===== src/rtl/shirq_pkg.sv =====
package shirq_pkg;

  // Upper address nibble selects a register region.
  typedef enum logic [3:0] {
    RG_CTRL = 4'h0,
    RG_POL  = 4'h1,
    RG_TRIG = 4'h2,
    RG_DUAL = 4'h3,
    RG_PEND = 4'h4,
    RG_MASK = 4'h5
  } region_e;

  // Lower nibble offsets inside the control region.
  localparam logic [3:0] OFF_IDENT = 4'h0;
  localparam logic [3:0] OFF_MSET  = 4'h1;
  localparam logic [3:0] OFF_MCLR  = 4'h2;
  localparam logic [3:0] OFF_EDGE  = 4'h3;

  localparam int RAISE_BIT   = 31;
  localparam int ID_CNT_LSB  = 16;
  localparam int ID_CPU_LSB  = 0;
  localparam int WORD_BITS   = 32;

endpackage


===== src/rtl/shirq_sync.sv =====
module shirq_sync #(
  parameter int WIDTH = 8
) (
  input  logic             clk,
  input  logic             rst,
  input  logic [WIDTH-1:0] d,
  output logic [WIDTH-1:0] q
);
  logic [WIDTH-1:0] meta_q;

  always_ff @(posedge clk) begin
    if (rst) begin
      meta_q <= '0;
      q      <= '0;
    end else begin
      meta_q <= d;
      q      <= meta_q;
    end
  end
endmodule


===== src/rtl/shirq_regs.sv =====
module shirq_regs
  import shirq_pkg::*;
#(
  parameter int NUM_IRQ = 40
) (
  input  logic               clk,
  input  logic               rst,
  input  logic               wr_en,
  input  logic [7:0]         wr_addr,
  input  logic [31:0]        wr_data,
  output logic [NUM_IRQ-1:0] pol,
  output logic [NUM_IRQ-1:0] trig,
  output logic [NUM_IRQ-1:0] dual,
  output logic [NUM_IRQ-1:0] mask,
  output logic [NUM_IRQ-1:0] edge_clr,
  output logic [NUM_IRQ-1:0] edge_set
);
  localparam int NW   = (NUM_IRQ + WORD_BITS - 1) / WORD_BITS;
  localparam int PADW = NW * WORD_BITS;
  localparam logic [NUM_IRQ-1:0] ONE = NUM_IRQ'(1);

  logic [3:0]         region;
  logic [3:0]         off;
  logic [7:0]         idx;
  logic               idx_ok;
  logic [NUM_IRQ-1:0] onehot;
  logic               ctrl_wr, mset, mclr, edge_wr;
  logic [NUM_IRQ-1:0] pol_n, trig_n, dual_n, mask_n;

  // Replace one 32-bit word of a bitmap; words past the end are dropped.
  function automatic logic [NUM_IRQ-1:0] put_word(input logic [NUM_IRQ-1:0] cur,
                                                  input logic [3:0] w,
                                                  input logic [31:0] d);
    logic [PADW-1:0] p;
    p = PADW'(cur);
    if (int'(w) < NW) p[int'(w)*WORD_BITS +: WORD_BITS] = d;
    return p[NUM_IRQ-1:0];
  endfunction

  assign region  = wr_addr[7:4];
  assign off     = wr_addr[3:0];
  assign idx     = wr_data[7:0];
  assign idx_ok  = ({1'b0, idx} < 9'(NUM_IRQ));
  assign onehot  = idx_ok ? (ONE << idx) : '0;
  assign ctrl_wr = wr_en && (region == RG_CTRL);
  assign mset    = ctrl_wr && (off == OFF_MSET);
  assign mclr    = ctrl_wr && (off == OFF_MCLR);
  assign edge_wr = ctrl_wr && (off == OFF_EDGE);

  assign edge_clr = (edge_wr && !wr_data[RAISE_BIT]) ? onehot : '0;
  assign edge_set = (edge_wr &&  wr_data[RAISE_BIT]) ? onehot : '0;

  always_comb begin
    pol_n  = pol;
    trig_n = trig;
    dual_n = dual;
    mask_n = mask;
    if (wr_en && region == RG_POL)  pol_n  = put_word(pol,  off, wr_data);
    if (wr_en && region == RG_TRIG) trig_n = put_word(trig, off, wr_data);
    if (wr_en && region == RG_DUAL) dual_n = put_word(dual, off, wr_data);
    if (mset) mask_n = mask | onehot;
    if (mclr) mask_n = mask & ~onehot;
  end

  always_ff @(posedge clk) begin
    if (rst) begin
      pol  <= '1;
      trig <= '0;
      dual <= '0;
      mask <= '0;
    end else begin
      pol  <= pol_n;
      trig <= trig_n;
      dual <= dual_n;
      mask <= mask_n;
    end
  end


  mask_reset_chk: assert property (@(posedge clk) disable iff (rst)
    $past(rst) |-> (mask == '0 && trig == '0 && pol == '1));


  mask_set_chk: assert property (@(posedge clk) disable iff (rst)
    (wr_en && wr_addr == 8'h01 && {1'b0, wr_data[7:0]} < 9'(NUM_IRQ))
      |=> |(mask & (ONE << $past(wr_data[7:0]))));


  mask_clr_chk: assert property (@(posedge clk) disable iff (rst)
    (wr_en && wr_addr == 8'h02 && {1'b0, wr_data[7:0]} < 9'(NUM_IRQ))
      |=> !(|(mask & (ONE << $past(wr_data[7:0])))));
endmodule


===== src/rtl/shirq_sense.sv =====
module shirq_sense #(
  parameter int NUM_IRQ = 40
) (
  input  logic               clk,
  input  logic               rst,
  input  logic [NUM_IRQ-1:0] line,
  input  logic [NUM_IRQ-1:0] pol,
  input  logic [NUM_IRQ-1:0] trig,
  input  logic [NUM_IRQ-1:0] dual,
  input  logic [NUM_IRQ-1:0] edge_clr,
  input  logic [NUM_IRQ-1:0] edge_set,
  output logic [NUM_IRQ-1:0] pend
);
  for (genvar i = 0; i < NUM_IRQ; i++) begin : g_line
    logic prev_q, lvl_q, edge_q;
    logic rise, fall, hit;

    assign rise = line[i] & ~prev_q;
    assign fall = ~line[i] & prev_q;
    assign hit  = dual[i] ? (rise | fall) : (pol[i] ? rise : fall);

    always_ff @(posedge clk) begin
      if (rst) begin
        prev_q <= 1'b0;
        lvl_q  <= 1'b0;
        edge_q <= 1'b0;
      end else begin
        prev_q <= line[i];
        lvl_q  <= pol[i] ? line[i] : ~line[i];
        if (!trig[i])                 edge_q <= 1'b0;
        else if (hit || edge_set[i])  edge_q <= 1'b1;
        else if (edge_clr[i])         edge_q <= 1'b0;
      end
    end

    assign pend[i] = trig[i] ? edge_q : lvl_q;


    edge_hold_chk: assert property (@(posedge clk) disable iff (rst)
      (trig[i] && edge_q && !edge_clr[i]) |=> edge_q);


    edge_raise_chk: assert property (@(posedge clk) disable iff (rst)
      (trig[i] && edge_set[i]) |=> edge_q);


    level_latch_chk: assert property (@(posedge clk) disable iff (rst)
      !trig[i] |=> !edge_q);
  end
endmodule


===== src/rtl/shirq_ctrl.sv =====
module shirq_ctrl
  import shirq_pkg::*;
#(
  parameter int NUM_IRQ = 40,
  parameter int NUM_CPU = 4
) (
  input  logic               clk,
  input  logic               rst,
  input  logic [NUM_IRQ-1:0] irq_in,
  input  logic               wr_en,
  input  logic [7:0]         wr_addr,
  input  logic [31:0]        wr_data,
  input  logic               rd_en,
  input  logic [7:0]         rd_addr,
  output logic [31:0]        rd_data,
  output logic               irq_req
);
  // NUM_IRQ must be a multiple of 8 in 8..256; NUM_CPU in 1..256.
  localparam int NW   = (NUM_IRQ + WORD_BITS - 1) / WORD_BITS;
  localparam int PADW = NW * WORD_BITS;
  localparam logic [31:0] IDENT =
      (32'(NUM_IRQ / 8 - 1) << ID_CNT_LSB) | (32'(NUM_CPU - 1) << ID_CPU_LSB);

  logic [NUM_IRQ-1:0] line_s, pol, trig, dual, mask, edge_clr, edge_set, pend;
  logic [31:0]        rd_n;

  shirq_sync #(.WIDTH(NUM_IRQ)) u_sync (
    .clk(clk), .rst(rst), .d(irq_in), .q(line_s)
  );

  shirq_regs #(.NUM_IRQ(NUM_IRQ)) u_regs (
    .clk(clk), .rst(rst), .wr_en(wr_en), .wr_addr(wr_addr), .wr_data(wr_data),
    .pol(pol), .trig(trig), .dual(dual), .mask(mask),
    .edge_clr(edge_clr), .edge_set(edge_set)
  );

  shirq_sense #(.NUM_IRQ(NUM_IRQ)) u_sense (
    .clk(clk), .rst(rst), .line(line_s), .pol(pol), .trig(trig), .dual(dual),
    .edge_clr(edge_clr), .edge_set(edge_set), .pend(pend)
  );

  function automatic logic [31:0] get_word(input logic [NUM_IRQ-1:0] v,
                                           input logic [3:0] w);
    logic [PADW-1:0] p;
    p = PADW'(v);
    if (int'(w) < NW) return p[int'(w)*WORD_BITS +: WORD_BITS];
    return '0;
  endfunction

  always_comb begin
    case (rd_addr[7:4])
      RG_CTRL: rd_n = (rd_addr[3:0] == OFF_IDENT) ? IDENT : '0;
      RG_POL:  rd_n = get_word(pol,  rd_addr[3:0]);
      RG_TRIG: rd_n = get_word(trig, rd_addr[3:0]);
      RG_DUAL: rd_n = get_word(dual, rd_addr[3:0]);
      RG_PEND: rd_n = get_word(pend, rd_addr[3:0]);
      RG_MASK: rd_n = get_word(mask, rd_addr[3:0]);
      default: rd_n = '0;
    endcase
  end

  always_ff @(posedge clk) begin
    if (rst) begin
      rd_data <= '0;
      irq_req <= 1'b0;
    end else begin
      if (rd_en) rd_data <= rd_n;
      irq_req <= |(pend & mask);
    end
  end


  req_quiet_chk: assert property (@(posedge clk) disable iff (rst)
    ($past(mask) == '0) |-> !irq_req);
endmodule


===== config.mk =====
export PLATFORM = sky130hd
export DESIGN_NAME = shirq_ctrl
export DESIGN_NICKNAME = d
export VERILOG_FILES = /design/src/rtl/shirq_pkg.sv /design/src/rtl/shirq_sync.sv /design/src/rtl/shirq_regs.sv /design/src/rtl/shirq_sense.sv /design/src/rtl/shirq_ctrl.sv
export SDC_FILE = /design/constraint.sdc
export NUM_CORES = 1
export LEC_CHECK = 0
export BUFFER_PORTS_ARGS = -buffer_cell sky130_fd_sc_hd__buf_2
export CORE_MARGIN = 2
export CORE_UTILIZATION = 40
export CTS_CLUSTER_SIZE = 30
export DETAILED_ROUTE_END_ITERATION = 7
export GPL_TIMING_DRIVEN = 0
export PLACE_DENSITY = 0.56
export SLEW_MARGIN = 15
export SYNTH_ARGS = -nofsm -noshare
export SYNTH_HDL_FRONTEND = slang
export SYNTH_SLANG_ARGS = --single-unit

===== constraint.sdc =====
create_clock -name clk -period 2.8 [get_ports clk]
set_input_delay 0.28 -clock clk [delete_from_list [all_inputs] [get_ports clk]]
set_output_delay 0.28 -clock clk [all_outputs]
set_load 0.02 [all_outputs]

==> results by group <==
Yosys
  – EDFF count, synth: 0
  – Asr flop ratio synth: 0%
  – Synthesized area per cell: ~9.1 um2
  – Seq/Total Area, Yosys: 44.3%
  – Synth unique cells: 47
  – Post-synthesis cell count: 1958
  – Post-synth top area share: around 44%
  – Yosys top cell by area: dfxtp_1
  – Synth Register Bits: 393
  – Synth warn: 0
  – Synth Cell Area: between 0.015 and 0.02 mm2
  – Synth Flop Type: dfxtp_1
  – Top post-synthesis cells by area: dfxtp_1 (44%), mux2i_1 (6.2%), ha_1 (6.0%)
  – Post-Syn Nets: roughly 2.1k

Drt
  – First-pass DRT Iterations: 5
  – Vias post-DR: 15.2k
  – Residual DRC: 0
  – DR vias/cell: between 5 and 6
  – Initial DRC count: 1264
  – WL final: between 60000 and 70000 um
  – Post-route ant nets: 0
  – DR WL/cell: 22.4 um

GRT
  – Vias in the first global route: about 15k
  – Largest net degree at the start of global routing: 13
  – Grt ovf: 0
  – GRT Resource Usage Total: between 20 and 30%
  – First-pass GRT wire length: 93600 um
  – Initial antenna violation count: 2

Floorplan
  – IO Pins: 125
  – Core Rows: 77
  – Die ar.: ~0.046 mm2
  – Initial core utilization: about two fifths
  – Die Ht: 215 um
  – Core Region: around 0.044 mm2
  – Die width: roughly 210 um

Pwr
  – Leakage: 8.38 nW
  – Power Dens Cells: 613 mW/mm2
  – Power, Total: around 13 mW
  – Max VDD drop: between 0.0003 and 0.0004 V

Clock tree
  – Skew-Pair Late Insertion Delay: 590 ps
  – CTS tree: yes
  – CTS Buffer Depth: 3
  – Clock buffer count from CTS: 46
  – CTS sink cnt: 393
  – Root Buffer Master: clkbuf_16
  – H-tree depth: 2
  – Post-CTS setup buffer count: 0
  – Worst-path clk slew: 60 ps

STA
  – F_max: 0.371 GHz
  – Slew Viols, Final: 0
  – Final Setup Violations: 0
  – Final hold vios: 0
  – Hold_ws: 61.9 ps
  – Clk_skew: 16.5 ps
  – Max-slew headroom: 21.3%
  – Slew @ Worst Pin: 1180 ps
  – Tcrit/Tclk final: between 90% and 100%
  – TNS Setup: 0 ps
  – RSZ-0062 raised after global routing: false
  – Fin crit period: about 2700 ps

Finish
  – Area grow syn2layout: 20.7%
  – Nets: 2363
  – Share of cells above drive strength 1: 12.7%
  – Finished Core Util: 48.7%
  – # fillers: 4212

Min path
  – Hold Path Class: in2reg

Setup path
  – Crit path required time: 3270 ps
  – Max incr delay on CP: 430 ps
  – CP max-delay cell: nand3b_1
  – CP startpoint kind: input port
  – Critical path class: in2reg
  – CP Capture Type: register
  – Critical path arrival: 3160 ps
  – Max Fanout on Critical Path: 10
  – CP cell instances: buf_2, nor3_1, ha_1, nor4b_1, and3_1, clkbuf_1, clkbuf_2, nand3b_1, clkbuf_2, nand2_1, nand3b_1

Placement
  – Number of I/O port buffers: 115
  – Final GP Congestion: 0.950
  – Post-DP HPWL: 46700 um

Status
  – Outcome: finished clean

Flow run
  – Max cap viols: 0
## cells in the mapped netlist, types with 16 or more instances
library cell    n
dfxtp_1       393
nor2_1        207
a21oi_1       197
nor2b_1       123
nand2_1       118
mux2i_1       110
clkbuf_1       94
inv_1          91
a211oi_1       90
ha_1           85
nand2b_1       76
a22oi_1        57
o31ai_1        44
xor2_1         40
nand3b_1       38
mux2_2         33
buf_2          22
a31o_2         18
o22ai_1        16
## final cells by class
type | instances | area (um2) | share of cell area, %
Antenna cell | 1 | 2.50 | 0.0117
Multi-Input combinational cell | 1350 | 9070 | 42.3
Tap cell | 592 | 741 | 3.46
Inverter | 91 | 342 | 1.59
Timing Repair Buffer | 180 | 1220 | 5.69
Sequential cell | 393 | 7870 | 36.7
Clock buffer | 67 | 1430 | 6.69
Buffer | 124 | 500 | 2.34
Clock inverter | 14 | 254 | 1.19
## routing by layer
layer  up-vias  track usage (%)  part of all wire [%]
met4         0             12.1                   4.5
li1       7231                -                     -
met2       536             43.3                    45
met1      7302             34.7                    44
met3       135             5.89                   6.8
met5         -                0                     0
## what timing repair did
item | 4_1_cts | 5_1_grt
endpoints found under the hold margin | 108 | 0
endpoints found under the setup margin | 20 | 30
gates resized for setup | 2 | 6
hold buffers | 63 | 0
## path summary, 6_finish.rpt
kind / startpoint / to / slack, ps / cells after the start
min reg2reg: u_sync.meta_q[25]$_SDFF_PP0_ / u_sync.q[25]$_SDFF_PP0_ / 430 / 1
max: wr_addr[1] / u_regs.pol[27]$_SDFFE_PP1P_ / 110 / 11
min: wr_data[31] / u_regs.pol[31]$_SDFFE_PP1P_ / 60 / 3
max reg2reg: u_regs.trig[36]$_SDFFE_PP0P_ / irq_req$_SDFF_PP0_ / 730 / 5
## layout by cell type (no fill, tap or decap), types with 6 or more instances in the layout
| cell | Yosys | final |
|---|---|---|
| dfxtp_1 | 393 | 393 |
| nor3_1 | 10 | 10 |
| xor2_1 | 40 | 40 |
| a31o_2 | 18 | 18 |
| buf_1 | 8 | 8 |
| a21oi_1 | 197 | 197 |
| dlygate4sd3_1 | 0 | 63 |
| nand3b_1 | 38 | 38 |
| a31o_1 | 6 | 6 |
| clkbuf_16 | 0 | 49 |
| nand2b_1 | 76 | 76 |
| a2bb2oi_1 | 7 | 7 |
| a22oi_1 | 57 | 57 |
| a211oi_1 | 90 | 90 |
| nor2_1 | 207 | 207 |
| a211o_1 | 8 | 8 |
| clkbuf_8 | 0 | 14 |
| mux2_2 | 33 | 33 |
| nand3_1 | 14 | 14 |
| nor2b_1 | 123 | 123 |
| o22ai_1 | 16 | 16 |
| bufinv_16 | 0 | 7 |
| buf_2 | 22 | 138 |
| inv_1 | 91 | 91 |
| mux2i_1 | 110 | 110 |
| clkbuf_1 | 94 | 94 |
| ha_1 | 85 | 85 |
| and2_1 | 10 | 10 |
| nand2_1 | 118 | 118 |
| o31ai_1 | 44 | 44 |
## through the flow
step                std cells  instance area (um2)  setup slack, ps
floorplan                1958                17800              514
global placement         2665                19100             -673
detailed placement       2667                19100             -794
CTS                      2811                21400              120
global route             2812                21400             13.8
finish                   2812                21400              106
## worst max-delay path: cells and delay by family
kind	cells	cell delay, ps
simple gates	6	1390
fa+ha+maj	1	290
buf+inv	4	1180
## where the power goes
| part | switching, mW | internal [mW] | total, mW |
|---|---|---|---|
| Sequential | 0.0454 | 5.68 | 5.72 |
| Clock | 2.46 | 4.18 | 6.64 |
| Combinational | 0.483 | 0.293 | 0.776 |
## cell families after synthesis
| group | after synthesis | synth area share [%] |
|---|---|---|
| multiplexers | 143 | 8.29 |
| AO/OA/AOI/OAI | 456 | 16.8 |
| flip-flops | 393 | 44.3 |
| buffers and inverters | 215 | 4.70 |
| AND/OR/NAND/NOR | 625 | 18.0 |
| XOR/XNOR | 41 | 2.02 |
| adder cells (fa/ha/maj) | 85 | 5.99 |
No activity file was read; power rests on OpenSTA's default activity.
